===== config.mk =====
export PLATFORM = sky130hd
export DESIGN_NAME = tmr_wdt_top
export DESIGN_NICKNAME = d
export VERILOG_FILES = /design/src/rtl/tmr_wdt_pkg.sv /design/src/rtl/tmr_wdt_edge_sync.sv /design/src/rtl/tmr_wdt_prescaler.sv /design/src/rtl/tmr_wdt_wdog.sv /design/src/rtl/tmr_wdt_rtc.sv /design/src/rtl/tmr_wdt_top.sv
export SDC_FILE = /design/constraint.sdc
export NUM_CORES = 1
export LEC_CHECK = 0
export BUFFER_PORTS_ARGS = -buffer_cell sky130_fd_sc_hd__buf_2
export CORE_UTILIZATION = 36
export CTS_CLUSTER_SIZE = 12
export DETAILED_ROUTE_END_ITERATION = 6
export MAX_ROUTING_LAYER = met4
export REMOVE_ABC_BUFFERS = 1
export SYNTH_ARGS = -nofsm -noshare
export SYNTH_HDL_FRONTEND = slang
export SYNTH_SLANG_ARGS = --single-unit

===== constraint.sdc =====
create_clock -name clk_i -period 3.7 [get_ports clk_i]
set_input_delay 0 -clock clk_i [delete_from_list [all_inputs] [get_ports clk_i]]
set_output_delay 0 -clock clk_i [all_outputs]
set_load 0.02 [all_outputs]

===== src/rtl/tmr_wdt_pkg.sv =====
package tmr_wdt_pkg;
  parameter int unsigned SEL_W = 3;

  typedef struct packed {
    logic             ien;
    logic             src_ext;
    logic             edge_fall;
    logic             wdt_own;
    logic [SEL_W-1:0] sel;
  } opt_t;

  localparam int unsigned OPT_W = $bits(opt_t);
  localparam opt_t OPT_RST = '{ien: 1'b0, src_ext: 1'b0, edge_fall: 1'b0,
                               wdt_own: 1'b1, sel: '1};
endpackage


===== src/rtl/tmr_wdt_edge_sync.sv =====
module tmr_wdt_edge_sync #(
  parameter int unsigned SYNC_N = 2
) (
  input  logic clk_i,
  input  logic rst_ni,
  input  logic pin_i,
  input  logic fall_i,
  output logic evt_o
);
  logic [SYNC_N:0] sh_q;

  always_ff @(posedge clk_i or negedge rst_ni) begin
    if (!rst_ni) sh_q <= '0;
    else         sh_q <= {sh_q[SYNC_N-1:0], pin_i};
  end

  // sh_q[SYNC_N-1] is the synchronized level, sh_q[SYNC_N] its previous value
  assign evt_o = fall_i ? (~sh_q[SYNC_N-1] &  sh_q[SYNC_N])
                        : ( sh_q[SYNC_N-1] & ~sh_q[SYNC_N]);
endmodule


===== src/rtl/tmr_wdt_prescaler.sv =====
module tmr_wdt_prescaler #(
  parameter int unsigned PS_W  = 8,
  parameter int unsigned SEL_W = 3
) (
  input  logic             clk_i,
  input  logic             rst_ni,
  input  logic             inc_i,
  input  logic             clr_i,
  input  logic [SEL_W-1:0] sel_i,
  input  logic             pre_i,   // 1: one extra stage (timer role)
  output logic             tap_o
);
  localparam int unsigned SPAN_W = SEL_W + 1;

  logic [PS_W-1:0]   cnt_q;
  logic [PS_W-1:0]   mask;
  logic [SPAN_W-1:0] span;

  assign span = {1'b0, sel_i} + SPAN_W'(pre_i);

  for (genvar i = 0; i < PS_W; i++) begin : g_mask
    assign mask[i] = (32'(span) > 32'(i));
  end

  assign tap_o = inc_i & (&(cnt_q | ~mask));

  always_ff @(posedge clk_i or negedge rst_ni) begin
    if (!rst_ni)    cnt_q <= '0;
    else if (clr_i) cnt_q <= '0;
    else if (inc_i) cnt_q <= cnt_q + 1'b1;
  end

  a_r6_ps_clear: assert property (@(posedge clk_i) disable iff (!rst_ni)
    clr_i |=> cnt_q == '0);
endmodule


===== src/rtl/tmr_wdt_wdog.sv =====
module tmr_wdt_wdog #(
  parameter int unsigned WDT_W = 8
) (
  input  logic clk_i,
  input  logic rst_ni,
  input  logic tick_i,
  input  logic clr_i,
  output logic ovf_o
);
  logic [WDT_W-1:0] cnt_q;

  assign ovf_o = tick_i & (&cnt_q);

  always_ff @(posedge clk_i or negedge rst_ni) begin
    if (!rst_ni)     cnt_q <= '0;
    else if (clr_i)  cnt_q <= '0;
    else if (tick_i) cnt_q <= cnt_q + 1'b1;
  end

  a_r6_wdt_clear: assert property (@(posedge clk_i) disable iff (!rst_ni)
    clr_i |=> cnt_q == '0);
  a_r4_wdt_step: assert property (@(posedge clk_i) disable iff (!rst_ni)
    (tick_i && !clr_i && !ovf_o) |=> cnt_q == $past(cnt_q) + 1'b1);
endmodule


===== src/rtl/tmr_wdt_rtc.sv =====
module tmr_wdt_rtc #(
  parameter int unsigned CNT_W = 8
) (
  input  logic             clk_i,
  input  logic             rst_ni,
  input  logic             inc_i,
  input  logic             we_i,
  input  logic [CNT_W-1:0] wdata_i,
  output logic [CNT_W-1:0] cnt_o,
  output logic             roll_o
);
  logic [CNT_W-1:0] cnt_q;
  logic             roll_q;

  always_ff @(posedge clk_i or negedge rst_ni) begin
    if (!rst_ni) begin
      cnt_q  <= '0;
      roll_q <= 1'b0;
    end else begin
      roll_q <= inc_i & ~we_i & (&cnt_q);
      if (we_i)       cnt_q <= wdata_i;
      else if (inc_i) cnt_q <= cnt_q + 1'b1;
    end
  end

  assign cnt_o  = cnt_q;
  assign roll_o = roll_q;

  a_r7_load: assert property (@(posedge clk_i) disable iff (!rst_ni)
    we_i |=> cnt_o == $past(wdata_i));
  a_r9_roll_zero: assert property (@(posedge clk_i) disable iff (!rst_ni)
    roll_o |-> cnt_o == '0);
endmodule


===== src/rtl/tmr_wdt_top.sv =====
module tmr_wdt_top #(
  parameter int unsigned CNT_W  = 8,
  parameter int unsigned WDT_W  = 8,
  parameter int unsigned PS_W   = 8,
  parameter int unsigned SYNC_N = 2
) (
  input  logic                          clk_i,
  input  logic                          rst_ni,
  input  logic                          opt_we_i,
  input  logic [tmr_wdt_pkg::OPT_W-1:0] opt_wdata_i,
  input  logic                          ext_pin_i,
  input  logic                          sys_en_i,
  input  logic                          wdt_tick_i,
  input  logic                          wdt_clr_i,
  input  logic                          fuse_wdt_en_i,
  input  logic                          tmr_we_i,
  input  logic [CNT_W-1:0]              tmr_wdata_i,
  output logic [CNT_W-1:0]              tmr_rdata_o,
  output logic                          roll_o,
  output logic                          irq_o,
  output logic                          wdt_rst_o
);
  import tmr_wdt_pkg::*;

  opt_t opt_q;
  logic pin_evt, tmr_src, wdt_ovf, ps_inc, ps_clr, ps_tap;
  logic tmr_inc, wdt_timeout, wdt_fire, wdt_rst_q;

  always_ff @(posedge clk_i or negedge rst_ni) begin
    if (!rst_ni)       opt_q <= OPT_RST;
    else if (opt_we_i) opt_q <= opt_t'(opt_wdata_i);
  end

  tmr_wdt_edge_sync #(.SYNC_N(SYNC_N)) u_sync (
    .clk_i, .rst_ni, .pin_i(ext_pin_i), .fall_i(opt_q.edge_fall), .evt_o(pin_evt)
  );

  assign tmr_src = opt_q.src_ext ? pin_evt : sys_en_i;

  // Prescaler routing: watchdog owner -> postscaler on overflows; else timer prescaler
  assign ps_inc      = opt_q.wdt_own ? wdt_ovf : tmr_src;
  assign ps_clr      = opt_q.wdt_own ? (wdt_clr_i | wdt_fire) : tmr_we_i;
  assign tmr_inc     = opt_q.wdt_own ? tmr_src : ps_tap;
  assign wdt_timeout = opt_q.wdt_own ? ps_tap  : wdt_ovf;
  assign wdt_fire    = wdt_timeout & fuse_wdt_en_i;

  tmr_wdt_prescaler #(.PS_W(PS_W), .SEL_W(SEL_W)) u_ps (
    .clk_i, .rst_ni, .inc_i(ps_inc), .clr_i(ps_clr),
    .sel_i(opt_q.sel), .pre_i(~opt_q.wdt_own), .tap_o(ps_tap)
  );

  tmr_wdt_wdog #(.WDT_W(WDT_W)) u_wdog (
    .clk_i, .rst_ni, .tick_i(wdt_tick_i), .clr_i(wdt_clr_i | wdt_fire), .ovf_o(wdt_ovf)
  );

  tmr_wdt_rtc #(.CNT_W(CNT_W)) u_rtc (
    .clk_i, .rst_ni, .inc_i(tmr_inc), .we_i(tmr_we_i), .wdata_i(tmr_wdata_i),
    .cnt_o(tmr_rdata_o), .roll_o(roll_o)
  );

  always_ff @(posedge clk_i or negedge rst_ni) begin
    if (!rst_ni) wdt_rst_q <= 1'b0;
    else         wdt_rst_q <= wdt_fire;
  end

  assign wdt_rst_o = wdt_rst_q;
  assign irq_o     = roll_o & opt_q.ien;

  a_r5_fuse_gate: assert property (@(posedge clk_i) disable iff (!rst_ni)
    wdt_rst_o |-> $past(fuse_wdt_en_i));
  a_r4_single_pulse: assert property (@(posedge clk_i) disable iff (!rst_ni)
    wdt_rst_o |=> !wdt_rst_o);
  a_r9_irq_needs_roll: assert property (@(posedge clk_i) disable iff (!rst_ni)
    irq_o |-> roll_o);
endmodule


Word level (Yosys, flattened, before mapping)
Index checks and enable logic that the tools add are counted.

storage, ports and cells
  register bits = 36
  bits of input ports = 24
  output and inout port bits = 11
  logic and storage cells = 56

cells by class
  add/subtract/negate cells = 4
  $lt $le $gt $ge = 8
  multiplexer cells = 12
  bitwise logic cells = 15
  reductions and logical operators = 6

operator list
  operator               count
  $mux W8                6
  $add A8 B1 Y8 const B  3
  $reduce_and A8 Y1      3
  $gt A4 B3 Y1 const B   4
  $and A1 B1 Y1          8
  $gt A4 B1 Y1 const B   2
  $gt A4 B2 Y1 const B   2
  $not A8 Y8             1
  $or A8 B8 Y8           1
  $mux W1                6
  $reduce_bool A2 Y1     3
  $add A3 B1 Y4          1
  $not A1 Y1             4
  $or A1 B1 Y1           1

Logic depth before layout (Yosys ltp)
Gate-level depths: netlist of run 1.

  depth in word-level cells = 12
  mapped depth = 9
  gate-level depth less buffers = 8

Hierarchy
A second synthesis of run 1 with hierarchy kept.

second synthesis, totals
  cell total of the unflattened synthesis = 177
  area total of the unflattened synthesis = 1866.8 sq um

by module, submodules not included
  module             times used  cells each  area an instance (sq um)  sequential area each (sq um)
  tmr_wdt_prescaler  1           52          503.0                     200.2
  tmr_wdt_rtc        1           51          483.0                     225.2
  tmr_wdt_wdog       1           39          402.9                     200.2
  tmr_wdt_top        1           29          380.4                     205.2
  tmr_wdt_edge_sync  1           6           97.6                      75.1

Worst setup path after synthesis of run 1
No wires, ideal clock.

  path kind = reg-to-reg
  start = reg opt_q[3] (netlist bit)
  end = reg u_rtc.cnt_q[2], in the netlist u_rtc.cnt_o[2]
  library setup time = 0.116 ns
  data arrival time = 2.147 ns
  data required time = 3.584 ns
  path slack = 1.438 ns
  stages on the path, launching flop included = 9
  path buffers = 0
  period minus slack after synthesis = 2.262 ns
  cells stage by stage = dfstp_2 -> inv_1 -> ha_1 -> ha_1 -> nand2_1 -> nor2_1 -> o221ai_4 -> o211a_4 -> o311ai_0

on the way
  cells in the longest elaborated chain, start to end = 9
  elaborated cells between the ends (all ways) = 17
  classes of those cells = 1 x add/sub; 8 x order compare; 2 x mux; 4 x bitwise; 2 x reduce/logical

RTL lines
  element                                     line                     text
  start, declared                             tmr_wdt_top.sv:25        opt_t opt_q;
  start signal, assigned                      tmr_wdt_top.sv:31        else if (opt_we_i) opt_q <= opt_t'(opt_wdata_i);
  $not A1 Y1                                  tmr_wdt_top.sv:49        .sel_i(opt_q.sel), .pre_i(~opt_q.wdt_own), .tap_o(ps_tap)
  $add A3 B1 Y4                               tmr_wdt_prescaler.sv:19  assign span = {1'b0, sel_i} + SPAN_W'(pre_i);
  $gt A4 B1 Y1, or another cell as far along  tmr_wdt_prescaler.sv:22  assign mask[i] = (32'(span) > 32'(i));
  $not A8 Y8                                  tmr_wdt_prescaler.sv:25  assign tap_o = inc_i & (&(cnt_q | ~mask));
  $or A8 B8 Y8                                tmr_wdt_prescaler.sv:25
  $reduce_and A8 Y1                           tmr_wdt_prescaler.sv:25
  $and A1 B1 Y1                               tmr_wdt_prescaler.sv:25
  $mux W1 (*)                                 tmr_wdt_top.sv:43        assign tmr_inc = opt_q.wdt_own ? tmr_src : ps_tap;
  $reduce_bool A2 Y1 (no line) (*)            n/a
  end signal, assigned                        tmr_wdt_rtc.sv:21        if (we_i) cnt_q <= wdata_i;
  end signal, assigned                        tmr_wdt_rtc.sv:22        else if (inc_i) cnt_q <= cnt_q + 1'b1;
  end, declared                               tmr_wdt_rtc.sv:12        logic [CNT_W-1:0] cnt_q;

Every way passes the cells marked *; elsewhere a longest branch is shown, timed or not.
A chain may end at the register's enable or synchronous reset.

Worst setup path after layout of run 1
  start = reg opt_q[3] (netlist bit)
  end = reg u_rtc.cnt_q[4], in the netlist u_rtc.cnt_o[4]

The elaborated chain is that of the path after synthesis.

==> flow_summary_export.csv, run 1 <==
group,metric,value,unit
sta,hold_viol_final,0,
drt,first_pass_iters,4,
clock_tree,insertion_delay,280,ps
clock_tree,clockBufferDepth,2,
floorplanning,core_area,5540,µm²
power,ir_worst_vdd,0.000207,V
power,power_density,398,nW/µm²
drt,route.detailed.wl_per_inst,14.0,µm
yosys,netlist_instances,196,
critical_path,critical_path_buf_inv_count,1,
sta,finalCriticalPeriod,2750,ps
final_layout,synthToLayoutAreaGrowth,25.0,%
critical_path,worstPathMaxFanout,15,
critical_path,critPathLaunchType,"register",
floorplanning,die_height,78.0,µm
final_layout,diodes,0,
grt,grt_max_degree,37,
sta,relSlewSlack,47.0,%
clock_tree,htreeDepth,2,
critical_path,slowest_stage,"dfstp_2",
critical_path,required,3860,ps
grt,overflow,0,
clock_tree,numCtsBuffers,5,
yosys,synth_edf_count,0,
placement,gp_congestion,0.866,
power,p_total,1.04,mW
critical_path,worst-r2r-setup-slack,950,ps
sta,fin_worst_skew,4.10,ps
drt,ant_nets,0,
final_layout,drive_above_1_share,25.7,%
yosys,syn_area,2080,µm²
clock_tree,cts_root_buffer,"clkbuf_8",
floorplanning,fp.dieW,78.0,µm
sta,setup_viol,0,
sta,worst_pin_slew,795,ps
yosys,ys_seq_elements,36,
placement,io_buffer_count,34,
clock_tree,clkTransAtPathRegs,70,ps
floorplanning,ioPinCount,35,
yosys,async_reset_ff_share,100,%
job,cap_violations,0,
sta,fin_tns_setup,0,ps
grt,grt_pass1_wl,7810,µm
critical_path,path_cells,"inv_1 -> ha_1 -> ha_1 -> nand2_1 -> nor2_1 -> o221ai_4 -> o211a_4 -> o311ai_0",
final_layout,layout_commonest_cell,"buf_2",
floorplanning,start_util,37.6,%
clock_tree,tritoncts,"done",
critical_path,cp_common_cell,"ha_1",
grt,grt_pass1_vias,1686,
sta,drv_slew,0,
critical_path,crit_arrival,2910,ps
worst_hold_path,min_path_type,"in2reg",
drt,drc,0,
yosys,ys.flop_type,"dfrtp_1",
floorplanning,fp-row-count,27,
sta,rsz0062_at_grt,"no",
drt,via_per_inst,5.31,
run_status,status,"finished, final reports clean",
clock_tree,clock-sinks,36,
critical_path,slowest_delay,730,ps
final_layout,layout.nets,277,
critical_path,critPathCaptureType,"register",
power,p_leak,1.11,nW
yosys,yosysWarnings,0,
sta,fin_crit_sh,74.3,%
sta,fmax,364,MHz
drt,vias,1705,
yosys,ys_seq_area_share,43.5,%
drt,wirelength,4490,µm
floorplanning,die_area,6090,µm²
final_layout,final_cell_mix,"buf_2, dfrtp_1, dlygate4sd3_1",
critical_path,crit_family,"compound AO/OA/AOI/OAI gates",
drt,drt_iter0_drc,61,
yosys,avgSynthCellArea,10.6,µm²
yosys,yosysUniqueCellTypes,49,
grt,grt_util_all_layers,16.9,%
critical_path,crit_type,"reg2reg",
placement,hpwlAfterDp,3160,µm
grt,antenna_found_initial,0,
[registers in the layout, indices dropped and copies added, names as in the netlist]
name,count
u_ps.cnt_q,8
u_sync.sh_q,3
u_rtc.roll_o,1
wdt_rst_o,1
u_wdog.cnt_q,8
u_rtc.cnt_o,8
opt_q,7
[repair_timing]
action                                 in CTS  in global routing
endpoints found under the hold margin      50                  0
buffers inserted                            0                  0
hold buffers                               18                  0
gates resized for setup                     0                  0
[layout make-up]
| type | count | area, µm² |
|---|---|---|
| fill | 548 | 2940 |
| multi-input combinational | 144 | 1110 |
| sequential | 36 | 906 |
| timing repair buffer | 52 | 350 |
| tap | 72 | 90.1 |
| clock buffer | 6 | 72.6 |
| clock inverter | 2 | 35.0 |
| inverter | 9 | 33.8 |
[path summary, 6_finish.rpt]
| kind | to | startpoint | depth (start not counted) |
|---|---|---|---|
| max | u_rtc.cnt_o[4]$_DFFE_PN0P_ | opt_q[3]$_DFFE_PN1P_ | 8 |
| min | opt_q[3]$_DFFE_PN1P_ | opt_we_i | 2 |
| max reg2reg | u_rtc.cnt_o[4]$_DFFE_PN0P_ | opt_q[3]$_DFFE_PN1P_ | 8 |
| min reg2reg | u_sync.sh_q[1]$_DFF_PN0_ | u_sync.sh_q[0]$_DFF_PN0_ | 0 |
| max in group asynchronous | u_ps.cnt_q[7]$_DFFE_PN0P_ | rst_ni | 2 |
| min in group asynchronous | u_rtc.cnt_o[7]$_DFFE_PN0P_ | rst_ni | 2 |
[Yosys cell counts, types with 2 or more instances]
master / number / area, µm²
o211ai_1: 7 / 52.6
and3_1: 4 / 25.0
nor3_1: 5 / 25.0
nor2b_1: 3 / 18.8
o2111ai_1: 10 / 87.6
nand3_1: 3 / 15.0
and2_1: 3 / 18.8
o311ai_0: 4 / 35.0
inv_1: 9 / 33.8
nand4_1: 2 / 12.5
xor2_1: 9 / 78.8
a211oi_1: 5 / 37.5
a21oi_1: 6 / 30.0
dfrtp_1: 32 / 801
mux2_2: 6 / 67.6
dfstp_2: 4 / 105
nor4_4: 2 / 42.5
nor3b_1: 3 / 22.5
mux2i_1: 3 / 30.0
ha_1: 5 / 62.6
a221o_1: 2 / 20.0
xnor2_1: 4 / 35.0
nor2_1: 17 / 63.8
o21a_1: 2 / 15.0
clkbuf_1: 5 / 18.8
nand2b_1: 4 / 25.0
nand2_1: 11 / 41.3
nand2_2: 2 / 12.5
o21ai_0: 4 / 20.0
[stage by stage]
stage               hold slack (ps)  area, µm²  utilization, %  cells  setup WS, ps
detailed placement              110       2310            41.8    295           976
finish                         57.4       2600            47.0    321           950
global route                   50.7       2600            47.0    321           777
floorplan                      -296       2050               -    189          1300
global placement                111       2310            41.8    295          1020
CTS                            36.8       2600            47.0    321           950
[routing by layer]
layer  global-route usage, %  wire (µm)  share of wire, %
met5                       -          0                 0
met1                    22.4       2230                50
met2                    26.3       2060                46
met4                    4.44         43              0.96
met3                    3.49        152               3.4
[where the power goes]
group | internal [mW] | switching (mW) | total, mW | leakage (nW)
clock | 0.200 | 0.143 | 0.343 | 0.0552
sequential | 0.427 | 0.0393 | 0.466 | 0.452
combinational | 0.0974 | 0.130 | 0.227 | 0.606
[logic make-up after synthesis]
logic type               synth area share, %
buffers and inverters                   2.95
adder cells (fa/ha/maj)                 3.01
AND/OR/NAND/NOR                         18.8
flip-flops                              43.5
XOR/XNOR                                5.47
AO/OA/AOI/OAI                           21.6
multiplexers                            4.69
No activity file was read; power rests on OpenSTA's default activity.
==> run 2, diff against run 1 <==
Clock period 3.7 ns to 2.8 ns, I/O delays scaled along.
==> run 2 against run 1 <==
  * Worst hold slack gained 2.4 ps
  * Setup slack got worse by 560 ps
  * Clock power grew 1%
  * Sequential share of layout area is 0.30 points higher
  * Combinational power is 37% higher
  * First-iteration DRC count increased by 26%
  * Global-route usage is 0.42 points higher
  * Critical path type unchanged
  * Largest power group unchanged
==> flow_summary_export.csv, run 2 (synthesized netlist as in run 1, its figures left out) <==
group,metric,value,unit
clock_tree,clkTransAtPathRegs,70,ps
clock_tree,clockBufferDepth,2,
sta,relSlewSlack,43.6,%
clock_tree,cts.repair.resized,0,
grt,grt_util_all_layers,17.3,%
critical_path,critPathLaunchType,"register",
clock_tree,numCtsBuffers,5,
placement,hpwlAfterDp,3170,µm
drt,first_pass_iters,4,
sta,fin_tns_setup,0,ps
power,p_leak,1.10,nW
floorplanning,ioPinCount,35,
floorplanning,start_util,37.6,%
sta,fin_worst_skew,7.30,ps
sta,fin_crit_sh,86.2,%
drt,drc,0,
critical_path,crit_family,"compound AO/OA/AOI/OAI gates",
critical_path,crit_type,"reg2reg",
clock_tree,insertion_delay,280,ps
grt,grt_pass1_wl,7980,µm
drt,via_per_inst,5.32,
worst_hold_path,min_delay_path_depth,2,
placement,dp.cells,296,
clock_tree,cts_setup_buffers,0,
drt,drt_iter0_drc,77,
floorplanning,fp-row-count,27,
clock_tree,cts_root_buffer,"clkbuf_8",
sta,drv_slew,0,
final_layout,seq_area,906,µm²
critical_path,cp_common_cell,"ha_1",
worst_hold_path,min_path_type,"in2reg",
final_layout,diodes,0,
drt,vias,1708,
sta,whs,59.8,ps
final_layout,multi_input_area,1110,µm²
critical_path,worstPathMaxFanout,9,
final_layout,synthToLayoutAreaGrowth,23.9,%
power,power_density,492,nW/µm²
floorplanning,die_height,78.0,µm
drt,wirelength,4700,µm
grt,grt_max_degree,37,
critical_path,critical_path_buf_inv_count,1,
sta,setup_viol,0,
final_layout,drive_above_1_share,25.7,%
final_layout,layout.nets,278,
critical_path,slowest_delay,530,ps
critical_path,rr_worst_depth,8,
run_status,status,"finished, final reports clean",
final_layout,final_cell_mix,"buf_2, dfrtp_1, dlygate4sd3_1",
grt,overflow,0,
final_layout,finalNonFillerCells,321,
clock_tree,clock-sinks,36,
sta,rsz0062_at_grt,"no",
critical_path,r2r-start,"opt_q[3]$_DFFE_PN1P_",
power,ir_worst_vdd,0.000285,V
sta,hold_viol_final,0,
critical_path,path_cells,"inv_1 -> ha_1 -> ha_1 -> nand2_1 -> nor2_1 -> o221ai_4 -> o211a_4 -> o311ai_0",
drt,ant_nets,0,
final_layout,n_fill_cell,540,
floorplanning,core_area,5540,µm²
clock_tree,tritoncts,"done",
final_layout,layout_commonest_cell,"buf_2",
job,cap_violations,0,
critical_path,slowest_stage,"dfstp_2",
grt,antenna_found_initial,0,
drt,route.detailed.wl_per_inst,14.6,µm
critical_path,critPathCaptureType,"register",
clock_tree,htreeDepth,2,
critical_path,crit_start,"opt_q[3]$_DFFE_PN1P_",
sta,finalCriticalPeriod,2410,ps
placement,gp_congestion,0.872,
floorplanning,fp.dieW,78.0,µm
sta,fmax,414,MHz
critical_path,required,2960,ps
placement,io_buffer_count,34,
worst_hold_path,hold_start,"opt_we_i",
critical_path,crit_arrival,2570,ps
sta,worst_pin_slew,846,ps
critical_path,cp.depth,8,
grt,grt_pass1_vias,1709,
floorplanning,die_area,6090,µm²
[run 2: worst register-to-register path, cell delays in order (launching register included)]
cell and delay (ps):
dfstp_2 530, inv_1 80, ha_1 200, ha_1 310, nand2_1 60, nor2_1 230
o221ai_4 230, o211a_4 330, o311ai_0 320
[run 2: timing repair]
item,4_1_cts,5_1_grt
hold endpoints to repair,52,0
setup endpoints to repair,0,0
hold buffers,18,0
[run 2: through the flow]
| stage | power, mW | worst slack (ps) | instance area, µm² | utilization, % |
|---|---|---|---|---|
| 6_report | 1.27 | 386 | 2580 | 46.5 |
| 5_1_grt | 1.35 | 187 | 2580 | 46.5 |
| 4_1_cts | 1.28 | 373 | 2580 | 46.5 |
| 3_5_place_dp | 0.910 | 398 | 2320 | 41.9 |
| 3_3_place_gp | 0.907 | 389 | 2320 | 41.9 |
| 2_1_floorplan | 0.805 | 402 | 2050 | - |
[run 2: per-layer routing]
metal / vias up / global-route usage [%] / part of all wire, %
li1: 842 / - / -
met2: 27 / 28.5 / 50
met1: 833 / 21.5 / 47
met5: - / - / 0
met3: 6 / 3.49 / 2.3
met4: 0 / 5.00 / 0.94
[run 2: path summary, 6_finish.rpt]
kind / endpoint / slack [ps]
worst min-delay path: opt_q[3]$_DFFE_PN1P_ / 60
worst max register to register: u_rtc.cnt_o[3]$_DFFE_PN0P_ / 390
worst max-delay path: u_rtc.cnt_o[3]$_DFFE_PN0P_ / 390
worst min register to register: u_sync.sh_q[1]$_DFF_PN0_ / 350
min in group asynchronous: opt_q[6]$_DFFE_PN0P_ / 360
max in group asynchronous: u_ps.cnt_q[3]$_DFFE_PN0P_ / 1900
[run 2: cell type report]
type | count | share of cell area [%]
multi-input combinational | 144 | 43.2
sequential | 36 | 35.1
timing repair buffer | 53 | 13.9
tap | 72 | 3.49
clock buffer | 6 | 2.81
inverter | 9 | 1.31
clock inverter | 1 | 0.194
[run 2: power by group]
| group | leakage (nW) | switching, mW | internal, mW |
|---|---|---|---|
| combinational | 0.611 | 0.181 | 0.130 |
| clock | 0.0410 | 0.178 | 0.169 |
| sequential | 0.452 | 0.0453 | 0.564 |
| total | 1.10 | 0.404 | 0.864 |
